<file path="config.mk">
export PLATFORM = sky130hd
export DESIGN_NAME = mips_core
export DESIGN_NICKNAME = d
export VERILOG_FILES = /design/src/rtl/mips_core.sv
export SDC_FILE = /design/constraint.sdc
export NUM_CORES = 2
export LEC_CHECK = 0
export ABC_CLOCK_PERIOD_IN_PS = 9350
export BUFFER_PORTS_ARGS = -buffer_cell sky130_fd_sc_hd__buf_2
export CAP_MARGIN = 10
export CORE_MARGIN = 8
export CORE_UTILIZATION = 47
export DETAILED_ROUTE_END_ITERATION = 16
export PLACE_DENSITY_LB_ADDON = 0.1
export SETUP_SLACK_MARGIN = 0.4
export SLEW_MARGIN = 20
export SYNTH_ARGS = -nofsm -noshare
export SYNTH_HDL_FRONTEND = slang
export SYNTH_SLANG_ARGS = --single-unit
export TNS_END_PERCENT = 5
</file>
<file path="constraint.sdc">
create_clock -name clk -period 9.35 [get_ports clk]
set_input_delay 1.87 -clock clk [delete_from_list [all_inputs] [get_ports clk]]
set_output_delay 1.87 -clock clk [all_outputs]
set_load 0.03 [all_outputs]
</file>
<file path="src/rtl/mips_core.sv">
module mips_core (
  input  logic        clk,
  input  logic        rst_n,
  output logic [31:0] imem_addr,
  input  logic [31:0] imem_data,
  output logic [31:0] dmem_addr,
  output logic [31:0] dmem_wdata,
  output logic        dmem_we,
  input  logic [31:0] dmem_rdata
);
  localparam logic [5:0] OP_RTYPE = 6'h00;
  localparam logic [5:0] OP_J     = 6'h02;
  localparam logic [5:0] OP_JAL   = 6'h03;
  localparam logic [5:0] OP_BEQ   = 6'h04;
  localparam logic [5:0] OP_BLEZ  = 6'h06;
  localparam logic [5:0] OP_ADDIU = 6'h09;
  localparam logic [5:0] OP_LW    = 6'h23;
  localparam logic [5:0] OP_SW    = 6'h2B;
  localparam logic [5:0] FN_SLL   = 6'h00;
  localparam logic [5:0] FN_JR    = 6'h08;
  localparam logic [5:0] FN_JALR  = 6'h09;
  localparam logic [5:0] FN_ADDU  = 6'h21;

  logic [31:0] pc;
  logic [31:0] rf [32];

  wire [5:0]  op    = imem_data[31:26];
  wire [4:0]  rs    = imem_data[25:21];
  wire [4:0]  rt    = imem_data[20:16];
  wire [4:0]  rd    = imem_data[15:11];
  wire [4:0]  shamt = imem_data[10:6];
  wire [5:0]  funct = imem_data[5:0];
  wire [31:0] simm  = {{16{imem_data[15]}}, imem_data[15:0]};
  wire [31:0] pc4   = pc + 32'd4;

  wire [31:0] va = (rs == 5'd0) ? 32'd0 : rf[rs];
  wire [31:0] vb = (rt == 5'd0) ? 32'd0 : rf[rt];
  wire [31:0] ea = va + simm;

  logic        wen;
  logic [4:0]  wdst;
  logic [31:0] wval;
  logic [31:0] npc;
  logic        mwe;
  logic        illegal;
  logic        is_branch;

  always_comb begin
    wen       = 1'b0;
    wdst      = rt;
    wval      = 32'd0;
    npc       = pc4;
    mwe       = 1'b0;
    illegal   = 1'b0;
    is_branch = 1'b0;
    case (op)
      OP_LW: begin
        wen  = 1'b1;
        wval = dmem_rdata;
      end
      OP_SW:    mwe = 1'b1;
      OP_ADDIU: begin
        wen  = 1'b1;
        wval = ea;
      end
      OP_BEQ: begin
        is_branch = 1'b1;
        if (va == vb) npc = pc4 + {simm[29:0], 2'b00};
      end
      OP_BLEZ: begin
        is_branch = 1'b1;
        if ($signed(va) <= 0) npc = pc4 + {simm[29:0], 2'b00};
      end
      OP_J:   npc = {pc4[31:28], imem_data[25:0], 2'b00};
      OP_JAL: begin
        npc  = {pc4[31:28], imem_data[25:0], 2'b00};
        wen  = 1'b1;
        wdst = 5'd31;
        wval = pc4;
      end
      OP_RTYPE: begin
        wdst = rd;
        case (funct)
          FN_SLL: begin
            wen  = 1'b1;
            wval = vb << shamt;
          end
          FN_ADDU: begin
            wen  = 1'b1;
            wval = va + vb;
          end
          FN_JR:   npc = va;
          FN_JALR: begin
            npc  = va;
            wen  = 1'b1;
            wval = pc4;
          end
          default: illegal = 1'b1;
        endcase
      end
      default: illegal = 1'b1;
    endcase
  end

  assign imem_addr  = pc;
  assign dmem_addr  = ea;
  assign dmem_wdata = vb;
  assign dmem_we    = mwe;

  always_ff @(posedge clk or negedge rst_n) begin
    if (!rst_n) begin
      pc <= 32'd0;
      for (int i = 0; i < 32; i++) rf[i] <= 32'd0;
    end else begin
      pc <= npc;
      if (wen && wdst != 5'd0) rf[wdst] <= wval;
    end
  end

  a_r1_first_fetch_zero: assert property (@(posedge clk)
    $rose(rst_n) |-> imem_addr == 32'd0);

  a_r2_reg0_zero: assert property (@(posedge clk) disable iff (!rst_n)
    rf[0] == 32'd0);

  a_r9_illegal_no_store: assert property (@(posedge clk) disable iff (!rst_n)
    illegal |-> !dmem_we);

  a_r9_illegal_pc_step: assert property (@(posedge clk) disable iff (!rst_n)
    illegal |=> imem_addr == $past(imem_addr) + 32'd4);

  a_r6_branch_no_write: assert property (@(posedge clk) disable iff (!rst_n)
    is_branch |-> !dmem_we && !wen);

  a_r10_store_fetch_step: assert property (@(posedge clk) disable iff (!rst_n)
    dmem_we |=> imem_addr == $past(imem_addr) + 32'd4);
endmodule

</file>
======== Word level (Yosys, flattened, before mapping) ========
Index checks and enable logic that the tools add are counted.
cells by class
  shift-type cells ........................ 1
  order comparisons ....................... 5
  equality and inequality tests ........... 11
  multiplexer cells ....................... 21
  reduce and logical (&&, ||, !) cells .... 11
  add/subtract/negate cells ............... 4
  bitwise operators ....................... 3
operators with widths
  operator                                                                 count
  1024-bit bitwise mux                                                     1
  32-bit binary-select mux with 5-bit select                               2
  32-bit 2-to-1 mux                                                        10
  32-bit one-hot mux with 4 select lines                                   2
  32-bit demux with 5-bit select                                           1
  32-bit adder                                                             3
  32-bit one-hot mux with 3 select lines                                   1
  32-bit by 3-bit adder with 32-bit output (second input constant)         1
  32-bit equality test                                                     1
  32-bit by 1-bit <= comparator with 1-bit output (second input constant)  1
  32-bit by 5-bit left shift with 32-bit output                            1
  6-bit by 4-bit equality test with 1-bit output (second input constant)   3
  6-bit equality test (second input constant)                              3
  6-bit >= comparator (second input constant)                              3
  5-bit inverter with 6-bit output                                         3
  6-bit by 2-bit equality test with 1-bit output (second input constant)   2
  6-bit by 3-bit equality test with 1-bit output (second input constant)   2
  6-bit logical NOT                                                        2
  5-bit logical NOT                                                        2
  5-bit one-hot mux with 2 select lines                                    1
  6-bit by 1-bit < comparator with 1-bit output (second input constant)    1
  3-bit OR reduction                                                       2
  5-bit nonzero test                                                       1
  2-bit OR reduction                                                       2
  other kinds (3)                                                          5
storage, ports and cells
  flip-flop bits (word level) ............. 1056
  logic and storage cells ................. 89
  output and inout bits ................... 97

======== Longest topological paths before layout ========
  depth in word-level cells ............... 9
  mapped depth ............................ 30

======== Worst setup path after synthesis ========
No wires, ideal clock.
  path kind ............................... input-to-output
  start point ............................. input port imem_data[23]
  end point ............................... output port dmem_addr[28]
  slack ................................... 0.255 ns
  data arrival time ....................... 7.225 ns
  path buffers ............................ 8
  stages .................................. 27
  cell sequence ........................... buf_2 > buf_4 > buf_6 > buf_2 > buf_2 > buf_2 > buf_2 > buf_2 > mux4_2 > nand2_1 > a21oi_1 > ha_1 > inv_1 > fa_1 > nand2b_1 > a21oi_1 > o31a_1 > o21ai_0 > o2111ai_1 > a31oi_1 > nor2b_1 > nor2_1 > o21ai_1 > nand2b_1 > nand2_1 > a31oi_1 > xnor2_1
between the ends
  longest elaborated chain between the ends .. 6
ends and longest elaborated chain
  element                                                 line  RTL
  start: declaration                                      5     input logic [31:0] imem_data,
  5-bit inverter with 6-bit output (not written as such)  36    wire [31:0] va = (rs == 5'd0) ? 32'd0 : rf[rs];
  32-bit binary-select mux with 5-bit select              36
  32-bit 2-to-1 mux (not written as such) (2 in series)   36
  32-bit 2-to-1 mux (*)                                   36
  32-bit adder (*)                                        38    wire [31:0] ea = va + simm;
  end: declaration                                        6     output logic [31:0] dmem_addr,
Mark *: on every way between the ends. The rest lies on a longest branch, timed or not. The select of a mux whose other input is x is not followed.

======== Worst setup path after layout ========
  start point ............................. input port imem_data[22]
  end point ............................... output port dmem_addr[28]
Same word-level chain as after synthesis.

==> reports/qor.csv <==
metric,value,unit
grt_pass1_wl,374.3,mm
path_max_fanout,55,
rows,134,
hold_path.class,reg -> reg,
grt_pass1_vias,52070,
synth_top_area_frac,0.4195,
synth_edf_count,0,
cts_post_setup_buffers_inserted,0,
skew,0.02999,ns
highest_layer,met5,
overflow,0,
whs,0.3773,ns
arrival,6.96,ns
setup_viol,0,
cp.depth,22,
routed_wl,258.3,mm
fin_nets,6409,
crit_buf_inv,5,
wl_met1,102.9,mm
total_power,0.01241,W
io_buffer_count,162,
crit_path_start_kind,input port,
leakage,30.66,nW
fin_crit_sh,0.9443,
critical_path_required,7.48,ns
synth_area_leaders,"dfrtp_1 42%, mux4_2 17%, a21oi_1 5.8%",
dieHeight,382.1,µm
cts_max_level,3,
dpl_worst_slack,-0.01043,ns
first_pass_iters,7,
rsz0062_at_grt,true,
core_area,133300,µm²
critPathTopFamily,compound AO/OA/AOI/OAI gates,
pin_count,163,
synth_ff_type,dfrtp_1,
synth.distinct_cells,93,
drc_errors,0,
yosys_warnings,0,
routed-wl-met3,25.24,mm
syn_nets,6395,
layout-drive-gt1-share,0.2034,
min_period,8.829,ns
cp_slowest_cell,mux4_2,
worst_slack,0.5213,ns
cts-root-buf,clkbuf_16,
clock_latency,0.74,ns
cts.clk_slew.worst_paths,0.06,ns
post_drt_wl_per_cell,31.77,µm
reg2reg_to,rf[124],
avgSynthCellArea,10.06,µm²
antenna_found_initial,9,
max_freq,113.3,MHz
ant_nets,0,
postCtsHoldBufs,0,
drv_slew,0,
r2r_setup_slack,2.91,ns
vias_per_cell,6.566,
area_growth,12.11,%
tightestPinTransition,1.128,ns
rr_worst_depth,24,
cts_sinks,1056,
cts_tree,yes,
syn_area,63000,µm²
end_kind,primary output,
async_reset_ff_frac,1.000,
dieArea,146000,µm²
place_congestion,1.010,
wl_met2,115.5,mm
postLayoutCoreUtil,0.5299,
status,completed,
synthCells,6260,
yosys.cell_count.top_type,dfrtp_1,
cp-endpoint,dmem_addr[28],
worstSetupPathType,in -> out,
ys_ff_latch,1056,
grt_usage,0.3460,
hold_viol,0,
path_cells,"buf_16, buf_12, mux4_2, mux4_2, nand2_1, a21oi_1, ha_1, or3_1, o221a_2, o31a_1, o211ai_1, o2111ai_2, a31oi_2, buf_4, inv_2, o21ai_0, o21ai_1, nand2b_1, nand2_1, a31oi_2, xnor2_2, buf_2",
dr.first_iter.drc_count,6407,
startpoint,imem_data[22],
die_w,382.1,µm
timing.rr.start,rf[544],
maxCapViolations,0,
power_density,175.7,nW/µm²
nFillCells,12120,
yosysSeqAreaShare,0.4195,
yosys.area.top_type,dfrtp_1,
slew_headroom,0.2463,
ir_drop,0.1826,mV
max-clock-path-buffers,3,
critPathMaxStageDelay,0.53,ns
initial_core_util,0.4726,
hpwl,180.4,mm
yosys-top-cells-count,"1056 x dfrtp_1, 855 x nor2_1, 725 x a21oi_1, 638 x nand2_1, 496 x o21ai_0",
vias,53390,
grt_max_degree,176,
numCtsBuffers,115,
-- through the flow --
step	instance area [µm²]	setup TNS [ns]	std cells
3_3_place_gp	66570	0	7921
4_1_cts	70550	0	8128
2_1_floorplan	63020	0	6260
6_report	70620	0	8130
5_1_grt	70620	0	8129
3_5_place_dp	66640	-0.01043	7924
-- cells in the final DEF, fill, tap and decap left out, types with 48 or more instances in the layout --
cell type and n:
clkbuf_16 118, nor3_1 48, inv_1 59, mux4_2 476, buf_2 155, ha_1 66, buf_4 295, o21ai_0 495
dfrtp_1 1056, nor2_1 821, a21oi_1 723, nand2_1 633, mux2i_1 221, nand3_1 77, xnor2_1 84, a22oi_1 123
-- how the worst min path moves through the flow --
stage | cells after the start | slack (ns) | startpoint | endpoint
2_1_floorplan | 1 | 0.42 | rf[1001] | rf[1001]
3_3_place_gp | 0 | 0.36 | rf[1015] | rf[1015]
3_5_place_dp | 0 | 0.36 | rf[1006] | rf[1006]
4_1_cts | 0 | 0.38 | rf[1006] | rf[1006]
5_1_grt | 0 | 0.38 | rf[1015] | rf[1015]
6_report | 0 | 0.38 | rf[1006] | rf[1006]
-- power by group --
| group | total [W] | internal [W] | switching (W) |
|---|---|---|---|
| logic | 0.00260 | 0.000952 | 0.00164 |
| registers | 0.00507 | 0.00483 | 0.000233 |
| clock network | 0.00475 | 0.00276 | 0.00199 |
-- kinds of logic (layout without fill, tap and decap cells) --
family / Yosys count / in the layout / share of synthesized area
AND/OR/NAND/NOR: 1871 / 1871 / 0.1261
AO/OA/AOI/OAI: 1757 / 1757 / 0.1649
flip-flops: 1056 / 1056 / 0.4195
multiplexers: 718 / 718 / 0.2090
buffers and inverters: 659 / 760 / 0.04822
XOR/XNOR: 124 / 124 / 0.01724
adder cells (fa/ha/maj): 75 / 75 / 0.01502
other: 0 / 1 / 0
-- state kept, by name, summed over array words and instances, names as in the netlist --
| signal | count |
|---|---|
| imem_addr | 32 |
| rf | 1024 |
-- timing repair --
action,CTS,global route
endpoints found under the setup margin,14,15
endpoints found under the hold margin,0,0
cloned,0,1
resized for setup,4,9
pin swaps,0,1
-- worst reg2reg max path, delay by kind of cell, from the launching register on --
kind / cells / cell delay (ns)
AOI/OAI and AO/OA: 12 / 3.15
muxes: 2 / 0.76
and+or+nand+nor: 2 / 0.14
buffers and inverters: 5 / 1.00
adders and majority gates: 3 / 0.90
DFF: 1 / 0.41
-- layout make-up --
class / count / area, µm² / share of cell area
inverter: 66 / 247.7 / 0.003508
timing repair buffer: 490 / 3802 / 0.05384
tap: 1768 / 2212 / 0.03132
multi-input combinational: 4545 / 34050 / 0.4821
clock buffer: 168 / 3410 / 0.04828
clock inverter: 36 / 479.2 / 0.006785
sequential: 1056 / 26430 / 0.3742
antenna: 1 / 2.502 / 0.00003543
-- per-layer routing --
layer,vias to the layer above,track usage
li1,22910,-
met1,27070,0.4660
met2,2779,0.5314
met3,616,0.07934
met4,2,0.1650
met5,-,0
Note: power is estimated with default switching activity, not from simulation.
